===== config.mk =====
export PLATFORM = sky130hd
export DESIGN_NAME = flt48_cvt
export DESIGN_NICKNAME = d
export VERILOG_FILES = /design/src/rtl/flt48_cvt.sv
export SDC_FILE = /design/constraint.sdc
export NUM_CORES = 1
export LEC_CHECK = 0
export ABC_AREA = 1
export BUFFER_PORTS_ARGS = -buffer_cell sky130_fd_sc_hd__buf_2
export CAP_MARGIN = 5
export CORE_ASPECT_RATIO = 1.2
export CORE_MARGIN = 2
export CORE_UTILIZATION = 40
export CTS_CLUSTER_DIAMETER = 60
export CTS_CLUSTER_SIZE = 8
export DETAILED_ROUTE_END_ITERATION = 6
export PLACE_DENSITY = 0.68
export SLEW_MARGIN = 40
export SYNTH_ARGS = -nofsm -noshare
export SYNTH_HDL_FRONTEND = slang
export SYNTH_SLANG_ARGS = --single-unit

===== constraint.sdc =====
create_clock -name clk_i -period 4.3 [get_ports clk_i]
set_input_delay 1.29 -clock clk_i [delete_from_list [all_inputs] [get_ports clk_i]]
set_output_delay 1.29 -clock clk_i [all_outputs]
set_load 0.005 [all_outputs]

===== src/rtl/flt48_cvt.sv =====
module flt48_cvt #(
  parameter int IW = 24,
  parameter int EW = 7,
  parameter int FW = 40,
  parameter int NB = 6
) (
  input  logic               clk_i,
  input  logic               rst_ni,
  input  logic               req_i,
  input  logic               dir_i,
  input  logic [IW-1:0]      int_i,
  input  logic [8*NB-1:0]    flt_bytes_i,
  output logic               busy_o,
  output logic               done_o,
  output logic [IW-1:0]      int_o,
  output logic [8*NB-1:0]    flt_bytes_o,
  output logic               ovf_o
);
  localparam int WW   = 1 + EW + FW;
  localparam int BIAS = 1 << (EW - 1);
  localparam int PW   = $clog2(IW);
  localparam int SW   = $clog2(FW + 1);
  localparam logic [IW-1:0] MAXPOS = {1'b0, {(IW-1){1'b1}}};
  localparam logic [IW-1:0] MAXNEG = {1'b1, {(IW-1){1'b0}}};

  logic            busy_q, done_q, dir_q, ovf_q;
  logic [IW-1:0]   int_q, int_r;
  logic [WW-1:0]   word_in, flt_q, flt_r;

  for (genvar g = 0; g < NB; g++) begin : g_lane
    assign word_in[8*g +: 8]     = flt_bytes_i[8*g +: 8];
    assign flt_bytes_o[8*g +: 8] = flt_r[8*g +: 8];
  end

  // integer to float
  logic            sgn_e;
  logic [IW-1:0]   mag_e, norm_e;
  logic [PW-1:0]   pos_e;
  logic [WW-1:0]   enc;

  assign sgn_e = int_q[IW-1];
  assign mag_e = sgn_e ? -int_q : int_q;

  always_comb begin
    pos_e = '0;
    for (int i = 0; i < IW; i++)
      if (mag_e[i]) pos_e = PW'(i);
  end

  assign norm_e = mag_e << (PW'(IW - 1) - pos_e);
  assign enc = (mag_e == '0) ? '0 :
    {sgn_e, EW'(BIAS) + EW'(pos_e), norm_e[IW-2:0], {(FW-IW+1){1'b0}}};

  // float to integer
  logic            sgn_d;
  logic [EW-1:0]   exp_d;
  logic [EW-2:0]   k_d;
  logic [FW:0]     man_d;
  logic [SW-1:0]   sh_d;
  logic [IW-1:0]   mag_d, dec_int;
  logic            dec_ovf;

  assign sgn_d = flt_q[WW-1];
  assign exp_d = flt_q[WW-2:FW];
  assign k_d   = exp_d[EW-2:0];
  assign man_d = {1'b1, flt_q[FW-1:0]};
  assign sh_d  = SW'(FW) - SW'(k_d);
  assign mag_d = IW'(man_d >> sh_d);

  always_comb begin
    dec_int = '0;
    dec_ovf = 1'b0;
    if (flt_q != '0 && exp_d[EW-1]) begin
      if (int'(k_d) >= IW)
        dec_ovf = 1'b1;
      else if (mag_d[IW-1] && (!sgn_d || mag_d[IW-2:0] != '0))
        dec_ovf = 1'b1;
      else
        dec_int = sgn_d ? -mag_d : mag_d;
      if (dec_ovf)
        dec_int = sgn_d ? MAXNEG : MAXPOS;
    end
  end

  always_ff @(posedge clk_i or negedge rst_ni) begin
    if (!rst_ni) begin
      busy_q <= 1'b0;
      done_q <= 1'b0;
      dir_q  <= 1'b0;
      ovf_q  <= 1'b0;
      int_q  <= '0;
      flt_q  <= '0;
      int_r  <= '0;
      flt_r  <= '0;
    end else begin
      done_q <= 1'b0;
      if (busy_q) begin
        busy_q <= 1'b0;
        done_q <= 1'b1;
        if (dir_q) begin
          int_r <= dec_int;
          ovf_q <= dec_ovf;
        end else begin
          flt_r <= enc;
          ovf_q <= 1'b0;
        end
      end else if (req_i) begin
        busy_q <= 1'b1;
        dir_q  <= dir_i;
        int_q  <= int_i;
        flt_q  <= word_in;
      end
    end
  end

  assign busy_o = busy_q;
  assign done_o = done_q;
  assign int_o  = int_r;
  assign ovf_o  = ovf_q;

  AST_ACCEPT_REQ: assert property (@(posedge clk_i) disable iff (!rst_ni)
    (req_i && !busy_o) |=> busy_o);
  AST_DONE_AFTER_BUSY: assert property (@(posedge clk_i) disable iff (!rst_ni)
    busy_o |=> (done_o && !busy_o));
  AST_DONE_PULSE: assert property (@(posedge clk_i) disable iff (!rst_ni)
    done_o |=> !done_o);
  AST_OVF_SATURATES: assert property (@(posedge clk_i) disable iff (!rst_ni)
    ovf_o |-> (int_o == MAXPOS || int_o == MAXNEG));
  AST_ENC_EXP_RANGE: assert property (@(posedge clk_i) disable iff (!rst_ni)
    (flt_r != '0) |-> (int'(flt_r[WW-2:FW]) >= BIAS && int'(flt_r[WW-2:FW]) < BIAS + IW));
  AST_NORM_LEAD: assert property (@(posedge clk_i) disable iff (!rst_ni)
    (mag_e != '0) |-> norm_e[IW-1]);
endmodule


==> results.ini, run 1 <==
[pwr]
peakVddDrop_mv = 0.296
leakage_nw = 5.81
powerDensity_nw_per_um2 = 573

[worst_setup_path]
critPathCaptureType = flop
r2r_cells = 20
startpoint = flt_q[40]
cp_max_fo = 77
required_ps = 4650
path_class = reg -> reg
r2r-start = flt_q[40]
start_kind = flop
worstPathArrival_ps = 4300

[cells_and_area]
fin_nets = 1652
antenna_cells = 0
syn_to_final_growth_pct = 16.3
drive_gt1_share_pct = 16.0

[synthesis]
yosysMostFrequentCell = nand2_1
async_flop_share_pct = 100
synthDistinctLibCells = 54
synth_top_cell_area_share_pct = 33.6
syn_avg_cell_area_sq_um = 6.58
synth_area_leaders = dfrtp_1, nand2_1, o21ai_0
synth-edff-count = 0
synth_flop_cell = dfrtp_1
yosys-top-cells-count = nand2_1, o21ai_0, dfrtp_1, nand3_1, inv_1
syn-instance-count = 1472
ys_seq_elements = 130
synth_top_cell_by_area = dfrtp_1
netlist_area_sq_um = 9690
yosys_warnings = 0
seq_area_frac_synth_pct = 33.6

[worst_hold_path]
hp-class = reg -> reg
min_path_cells = 0
min_from = busy_o

[drt]
drcViolationCount = 0
wl_per_cell_um = 14.4
drt_wl_total_um = 27500
ant_nets = 0
dr_total_vias = 9661
drtIter0Drc = 878
dr.pass1.iters = 5
via_per_inst = 5.08

[floorplan]
num_rows = 62
die_y_um = 174
die_w_um = 146
die-area_sq_um = 25500
io_pins = 151
core_sq_um = 23900
start_util_pct = 40.5

[global_routing]
grt_usage_pct = 21.9
grt_first_pass_wirelength_um = 45500
grt_antenna_before_repair = 0
grt_pass1_vias = 9130
gr-total-overflow = 0
grt_max_degree = 101

[sta]
setup_viol = 0
max_slew_margin_pct = 52.0
tns_ps = 0
fin_skew_ps = 12.2
fmax_mhz = 253
rsz0062_at_grt = false
hold_viol_final = 0
layout_setup_ws_ps = 344
fin_crit_sh_pct = 92.0
worst_slew_pin_slew_ps = 720
report.final.slew_viol_count = 0
fin_crit_ps = 3960

[clock_tree]
cts_hold_buf = 0
cts_made_buffers = 17
clk_pin_slew_ps = 60
insertion_delay_ps = 430
cts-htree-levels = 4
clk_path_buf_depth = 2
cts_sinks = 130
cts_root_buf = clkbuf_16
cts_tree = yes

[run_status]
status = finished, final reports clean

[place]
gp_congestion = 0.923
pre_cts_ws_ps = 43.7
io_buffer_count = 132
hpwl_um = 20900

[run]
maxCapViolations = 0

sequential cells by signal, indices dropped and copies added (netlist names):
signal       cells
ovf_o            1
int_q           24
flt_q           48
flt_bytes_o     30
done_o           1
busy_o           1
dir_q            1
int_o           24
routing by layer:
layer | track usage [%] | wire length, um
met5 | 0 | 0
met4 | 9.34 | 887
met3 | 3.54 | 1550
met2 | 34.9 | 12400
met1 | 29.5 | 12600
layout make-up:
class	count	area (sq um)
flip-flops and latches	130	3250
inverters	122	462
fillers	2494	12600
clock inverters	14	203
well taps	320	400
multi-input cells	1143	5570
clock buffers	17	425
repair buffers	157	953
power breakdown:
group / total, W / internal (W) / switching [W]
registers: 0.00169 / 0.00151 / 0.000176
clock network: 0.00159 / 0.000978 / 0.000608
logic: 0.00318 / 0.00110 / 0.00208
worst max-delay path, cell delays in order, from the launching register on:
cell and delay [ps]:
dfrtp_2 430, buf_12 210, nor3_2 260, or2_1 170, nand2_2 80, xor2_4 490, nand3_1 200, a32oi_2 250
ha_1 210, nand3_1 100, nand3b_4 180, nor2_2 150, nand4_2 120, inv_2 100, nand4_1 90, nand2_2 160
nand2_8 140, a21oi_4 210, buf_12 140, inv_1 40, o21ai_1 120
cells by family (layout without fill, tap and decap cells):
kind of cell               after synthesis  after routing  synth area share (%)
and+or+nand+nor                        770            770                  33.3
AOI/OAI and AO/OA                      293            294                  16.8
buffers and inverters                  217            310                  10.0
DFF                                    130            130                  33.6
xor gates and xnor gates                32             32                  3.17
muxes                                   24             24                  2.48
adders and majority gates                5              5                 0.646
other                                    1             18                0.0387
through the flow:
step	hold slack [ps]	area, sq um	power [W]	std cells	utilization (%)
2_1_floorplan	414	9750	0.00395	1489	-
3_3_place_gp	430	10500	0.00480	1865	44.0
3_5_place_dp	432	10500	0.00482	1865	44.0
4_1_cts	446	11100	0.00643	1896	46.6
5_1_grt	486	11300	0.00698	1903	47.2
6_report	460	11300	0.00645	1903	47.2
cell usage in the layout, fill, tap and decap left out, types with 15 or more instances in the layout:
cell       instances
xor2_1            25
buf_4             18
nor2_1            72
nand2_1          528
dfrtp_1          129
nand3_1          119
o21ai_1           70
mux2i_1           24
buf_2            131
clkbuf_16         17
o21ai_0          149
inv_2             15
conb_1            18
inv_1            103
a21oi_1           36
path summary, 6_finish.rpt:
| kind | to | slack [ps] |
|---|---|---|
| setup / recovery | int_o[1] | 340 |
| hold / removal | done_o | 460 |
| setup reg to reg | int_o[1] | 340 |
| hold reg to reg | done_o | 460 |
| max in group asynchronous | flt_q[18] | 2650 |
| min in group asynchronous | int_q[23] | 710 |
repair_timing:
item | CTS | global route
resized for setup | 0 | 7
buffers inserted | 0 | 5
setup endpoints to repair | 0 | 26
Power figures use the tool's default switching activity.
==> run 2: changes to the inputs <==
ABC_AREA = 0   (was 1)
CORE_UTILIZATION = 59   (was 40)
PLACE_DENSITY = 0.9   (was 0.68)
TNS_END_PERCENT = 1   (was default)
==> run 2 against run 1 <==
  * Hold slack gained 15 ps
  * First-iteration DRC count grew 41%
  * Count of clock-buffer cells in the layout increased by 1
  * Design area grew 13%
  * Core utilization grew 23 points
  * Combinational power is 25% higher
  * Setup slack got worse by 170 ps
==> results.ini, run 2 <==
[global_routing]
grt_max_degree = 74  ; -27%
grt_usage_pct = 35.0  ; +13 points
grt_first_pass_wirelength_um = 54900  ; +21%
grt_antenna_before_repair = 0  ; unchanged
grt_pass1_vias = 10178  ; +11%
gr-total-overflow = 0  ; unchanged

[cells_and_area]
fin_area_sq_um = 12800  ; +13%
largest_register_ffs = 48  ; unchanged
fin_nets = 1416  ; -14%
antenna_cells = 0  ; unchanged
mostFrequentLayoutCell = buf_2
syn_to_final_growth_pct = 17.8
fill_cells = 1365  ; -45%
regMostFlops = flt_q
final_cell_mix = buf_2, dfrtp_1, nand2_1
drive_gt1_share_pct = 33.0  ; +17 points

[pwr]
powerDensity_nw_per_um2 = 566  ; -1.1%
pwr-share-clk_pct = 20.5  ; -4.1 points
switching_share_pct = 42.7  ; -1.7 points
peakVddDrop_mv = 0.321  ; +8.5%
total_power_w = 0.00723  ; +12%
leakage_nw = 5.44  ; -6.4%
comb_power_share_pct = 54.7  ; +5.4 points
p_int_w = 0.00414  ; +15%
seq_power_share_pct = 24.8  ; -1.3 points
p_sw_w = 0.00309  ; +7.8%

[synthesis]
synth-edff-count = 0  ; unchanged
synth_flop_cell = dfrtp_1
synthDistinctLibCells = 86  ; +59%
ys_seq_elements = 130  ; unchanged
synth_top_cell_by_area = dfrtp_1
yosys_warnings = 0  ; unchanged
async_flop_share_pct = 100  ; unchanged
yosysMostFrequentCell = dfrtp_1
synth_area_leaders = dfrtp_1, mux2_2, mux4_2
syn-instance-count = 1189  ; -19%
synth_top_cell_area_share_pct = 30.0  ; -3.6 points
yosys-top-cells-count = dfrtp_1, nand2_1, mux2_2, o21ai_0, clkbuf_1
netlist_area_sq_um = 10800  ; +12%
seq_area_frac_synth_pct = 30.0  ; -3.6 points
syn_avg_cell_area_sq_um = 9.11  ; +38%

[worst_setup_path]
worstPathArrival_ps = 4430  ; +130 ps
critPathCaptureType = flop
start_kind = flop
max_stage_delay_ps = 480  ; about the same
path_class = reg -> reg
required_ps = 4610  ; -40 ps
cp_max_fo = 22  ; -71%
slowest_stage = mux4_2
path_cells = inv_1 > ha_2 > buf_12 > mux2_2 > mux4_2 > a22oi_1 > and4b_1 > a21boi_2 > nand3_1 > o31a_1 > a21oi_2 > xnor2_1 > a221o_1

[sta]
fin_crit_sh_pct = 95.9  ; +3.9 points
rsz0062_at_grt = false
fin_crit_ps = 4120  ; +167 ps
worst_slew_pin_slew_ps = 806  ; +85.9 ps
setup_viol = 0  ; unchanged
max_slew_margin_pct = 46.1  ; -5.9 points
fin_skew_ps = 13.4  ; +1.22 ps
report.final.slew_viol_count = 0  ; unchanged
hold_viol_final = 0  ; unchanged
fmax_mhz = 243  ; -4.1%

[clock_tree]
cts_sinks = 130  ; unchanged
cts-htree-levels = 4  ; unchanged
insertion_delay_ps = 430  ; about the same
clk_pin_slew_ps = 60  ; about the same
cts_root_buf = clkbuf_16
cts_tree = yes
clk_path_buf_depth = 2  ; unchanged
cts_made_buffers = 17  ; unchanged

[drt]
drtIter0Drc = 1240  ; +41%
drcViolationCount = 0  ; unchanged
dr_total_vias = 10739  ; +11%
wl_per_cell_um = 21.5  ; +49%
via_per_inst = 6.83  ; +35%
dr.pass1.iters = 6  ; +1
ant_nets = 0  ; unchanged
drt_wl_total_um = 33800  ; +23%

[floorplan]
start_util_pct = 59.8  ; +19 points
die_y_um = 152  ; -13%
die_w_um = 128  ; -13%
core_sq_um = 18100  ; -24%
num_rows = 54  ; -13%
io_pins = 151  ; unchanged
die-area_sq_um = 19500  ; -24%

[run]
maxCapViolations = 0  ; unchanged

[worst_hold_path]
hp-class = reg -> reg

[place]
io_buffer_count = 132  ; unchanged
placed_cell_area_sq_um = 12100  ; +15%
hpwl_um = 25100  ; +20%
gp_congestion = 0.998  ; +8.1%

[run_status]
status = finished, final reports clean

-- run 2: cell types whose count changed after synthesis, sizes merged, moves of 26 or more --
cell	delta
nand2	-414
mux2i	+26
mux2	+109
mux4	+36
nand3	-90
o21ai	-128
clkbuf	+30
inv	-92
-- run 2: final cells by class --
type / instances / area [sq um] / area share, %
timing repair buffer: 222 / 1410 / 11.0
inverter: 29 / 109 / 0.853
sequential: 130 / 3250 / 25.5
clock buffer: 18 / 439 / 3.44
clock inverter: 14 / 155 / 1.22
tap: 224 / 280 / 2.20
multi-input combinational: 935 / 7120 / 55.8
-- run 2: metrics by stage --
stage	setup WS [ps]	std cells	util [%]	hold WS (ps)	setup TNS, ps
6_report	176	1572	70.5	475	0
3_3_place_gp	-96.7	1537	66.5	454	-243
3_5_place_dp	-159	1537	66.5	458	-833
2_1_floorplan	14.9	1206	-	471	0
5_1_grt	8.78	1572	70.5	509	0
4_1_cts	-118	1569	69.9	473	-671
-- run 2: path summary, 6_finish.rpt --
| kind | start | to | slack (ps) | cells after the start |
|---|---|---|---|---|
| setup / recovery | flt_q[41] | int_o[21] | 180 | 13 |
| hold / removal | flt_bytes_o[44] | flt_bytes_o[44] | 470 | 2 |
| setup reg to reg | flt_q[41] | int_o[21] | 180 | 13 |
| hold reg to reg | flt_bytes_o[44] | flt_bytes_o[44] | 470 | 2 |
| max in group asynchronous | rst_ni | flt_bytes_o[18] | 2720 | 2 |
| min in group asynchronous | rst_ni | int_o[5] | 840 | 1 |
-- run 2: repair_timing --
item	in CTS	in global routing
pin swaps	1	2
hold buffers	0	0
resized for setup	2	27
endpoints found under the setup margin	18	46
buffers inserted	0	3
-- run 2: routing by layer --
layer	part of all wire, %	GRT usage, %
met1	43	50.4
met2	45	52.6
met3	8.3	5.79
met4	3.9	14.8
met5	0	0
-- run 2: logic make-up after synthesis --
group / Yosys count / share of synthesized area, %
xor gates and xnor gates: 33 / 2.67
muxes: 195 / 23.4
AOI/OAI and AO/OA: 344 / 21.8
adders and majority gates: 5 / 0.577
buffers and inverters: 141 / 6.03
and+or+nand+nor: 340 / 15.4
other: 1 / 0.0346
DFF: 130 / 30.0
-- run 2: worst max-delay path, delay by kind of cell, from the launching register on --
kind,cells,cell delay (ps)
AND/OR/NAND/NOR,2,460
XOR/XNOR,1,100
adder cells (fa/ha/maj),1,440
AO/OA/AOI/OAI,5,1450
flip-flops,1,380
multiplexers,2,870
buffers and inverters,2,290
-- run 2: power by group through the flow --
stage / clock network [W] / registers [W] / logic, W
2_1_floorplan: 0 / 0.00175 / 0.00259
3_3_place_gp: 0 / 0.00179 / 0.00368
3_5_place_dp: 0 / 0.00180 / 0.00375
4_1_cts: 0.00149 / 0.00179 / 0.00379
5_1_grt: 0.00153 / 0.00184 / 0.00426
6_report: 0.00148 / 0.00179 / 0.00396
==> run 3: changes to the inputs <==
CORE_UTILIZATION = 61   (was 59)
CTS_BUF_LIST = sky130_fd_sc_hd__clkbuf_4   (was default)
CTS_CLUSTER_SIZE = 10   (was 8)
PLACE_DENSITY = 0.92   (was 0.9)
==> run 3 against run 2 <==
  * The run now ends with design-rule violations left
  * Core utilization increased by 1.0 points
  * Sequential share of layout area increased by 0.61 points
  * Fmax decreased by 0.96%
  * Global-route usage increased by 0.064 points
  * Sequential cell count unchanged
  * Count of clock-buffer cells in the layout decreased by 1
  * Setup slack got worse by 40 ps
  * Sequential power about the same
  * Non-clock buffer count decreased by 6
  * Design area decreased by 2.3%
  * Hold slack improved by 9.3 ps
  * Combinational power about the same
==> results.ini, run 3 (synthesis results as in run 2) <==
[place]
io_buffer_count = 132  ; unchanged
pre_cts_ws_ps = 60.5  ; +219 ps
placed_cell_area_sq_um = 12000  ; -0.37%
hpwl_um = 25000  ; -0.18%
gp_congestion = 1.02  ; +2.0%

[drt]
ant_nets = 0  ; unchanged
drcViolationCount = 2  ; +2
wl_per_cell_um = 21.3  ; -1.1%
drt_wl_total_um = 33200  ; -1.7%
dr.pass1.iters = 7  ; +1
via_per_inst = 6.87  ; +0.59%
dr_total_vias = 10741  ; +0.019%
drtIter0Drc = 1268  ; +2.3%

[worst_setup_path]
startpoint = int_q[0]
max_stage_delay_ps = 530  ; +50 ps
required_ps = 4760  ; +150 ps
slowest_stage = or3b_2
path_cells = inv_1 > ha_1 > or3b_2 > nor4_1 > buf_4 > or3_1 > a311oi_1 > o21ai_1 > a211oi_4 > or2b_2 > o21ai_0 > a2bb2oi_1 > a21oi_1 > a211o_1
path_delay_family = compound AO/OA/AOI/OAI gates
r2r-start = int_q[0]
worstPathBufferInverterCount = 2  ; unchanged
worstPathArrival_ps = 4630  ; +200 ps
start_kind = flop
path_class = reg -> reg
critPathCaptureType = flop
cp_max_fo = 11  ; -50%

[clock_tree]
cts_sinks = 130  ; unchanged
clk_path_buf_depth = 2  ; unchanged
clk_pin_slew_ps = 130  ; +70 ps
cts_made_buffers = 17  ; unchanged
cts-htree-levels = 4  ; unchanged
insertion_delay_ps = 570  ; +140 ps
cts_root_buf = clkbuf_4
cts_tree = yes

[global_routing]
grt_first_pass_wirelength_um = 53300  ; -2.8%
grt_antenna_before_repair = 1  ; +1
grt_usage_pct = 35.1  ; +0.064 points
gr-total-overflow = 0  ; unchanged
grt_pass1_vias = 10061  ; -1.1%
grt_max_degree = 71  ; -4.1%

[floorplan]
die_y_um = 150  ; -1.6%
core_sq_um = 17400  ; -3.7%
io_pins = 151  ; unchanged
die-area_sq_um = 18800  ; -3.2%
start_util_pct = 62.1  ; +2.3 points
die_w_um = 126  ; -1.6%
num_rows = 53  ; -1.9%

[cells_and_area]
largest_register_ffs = 48  ; unchanged
fin_area_sq_um = 12500  ; -2.3%
fin_nets = 1410  ; -0.42%
drive_gt1_share_pct = 32.3  ; -0.67 points
mostFrequentLayoutCell = buf_2
fill_cells = 1277  ; -6.4%
final_cell_mix = buf_2, dfrtp_1, nand2_1
final_core_util_pct = 71.5  ; +1.0 points
regMostFlops = flt_q
syn_to_final_growth_pct = 15.1

[pwr]
pwr-share-clk_pct = 15.2  ; -5.3 points
p_int_w = 0.00374  ; -9.8%
peakVddDrop_mv = 0.328  ; +2.1%
switching_share_pct = 44.6  ; +1.9 points
seq_power_share_pct = 26.5  ; +1.7 points
powerDensity_nw_per_um2 = 541  ; -4.6%
p_sw_w = 0.00301  ; -2.7%
comb_power_share_pct = 58.3  ; +3.6 points
leakage_nw = 5.29  ; -2.8%

[sta]
worst_slew_pin_slew_ps = 785  ; -21.2 ps
fin_crit_sh_pct = 96.8  ; +0.93 points
max_slew_margin_pct = 47.0  ; +0.88 points
report.final.slew_viol_count = 0  ; unchanged
tns_ps = 0  ; unchanged
rsz0062_at_grt = true
layout_setup_ws_ps = 137  ; -39.9 ps
setup_viol = 0  ; unchanged
fmax_mhz = 240  ; -0.96%
fin_skew_ps = 21.7  ; +8.30 ps
fin_crit_ps = 4160  ; +39.9 ps
hold_viol_final = 0  ; unchanged

[run_status]
failed_checks = design-rule violations
status = finished, violations left

[worst_hold_path]
min_from = flt_bytes_o[43]
hp-class = reg -> reg

[run]
maxCapViolations = 0  ; unchanged

==> run 3: layer usage <==
metal	share of wire (%)	global-route usage, %	wire, um	up-vias
met5	0	0	0	-
met4	3.2	13.7	1060	0
met3	9.6	6.29	3200	105
met2	46	55.1	15300	716
met1	41	48.6	13700	5137
li1	-	-	-	4783
==> run 3: final timing paths <==
kind	to	depth (start not counted)	slack [ps]
min	flt_bytes_o[43]	2	480
max reg2reg	flt_bytes_o[29]	14	140
max in group asynchronous	int_q[13]	2	2840
min in group asynchronous	int_o[11]	1	680
max	flt_bytes_o[29]	14	140
min reg2reg	flt_bytes_o[43]	2	480
==> run 3: layout make-up <==
class / count / area, sq um / area share, %
multi-input combinational: 935 / 7110 / 57.0
sequential: 130 / 3260 / 26.1
timing repair buffer: 216 / 1380 / 11.0
tap: 220 / 275 / 2.21
clock inverter: 15 / 218 / 1.75
clock buffer: 17 / 128 / 1.02
inverter: 29 / 113 / 0.903
antenna: 1 / 2.50 / 0.0201
==> run 3: timing repair <==
item,CTS,global route
hold buffers,0,0
endpoints found under the setup margin,0,38
setup buffers,0,4
gates resized for setup,0,25
==> run 3: power by group through the flow <==
stage	Sequential (W)	Combinational (W)	Clock (W)
2_1_floorplan	0.00175	0.00259	0
3_3_place_gp	0.00179	0.00369	0
3_5_place_dp	0.00181	0.00375	0
4_1_cts	0.00178	0.00377	0.00103
5_1_grt	0.00183	0.00420	0.00108
6_report	0.00179	0.00393	0.00102
==> run 3: tightest hold or removal path: cells and delay by family (launching register included) <==
family	cells	cell delay (ps)
DFF	1	360
and+or+nand+nor	2	100
==> run 3: stage by stage <==
step	total power, W	hold slack, ps	cells
after global routing	0.00712	527	1563
after global placement	0.00547	457	1526
after CTS	0.00658	488	1558
after floorplan	0.00434	471	1206
after detailed placement	0.00555	458	1526
final	0.00674	484	1563
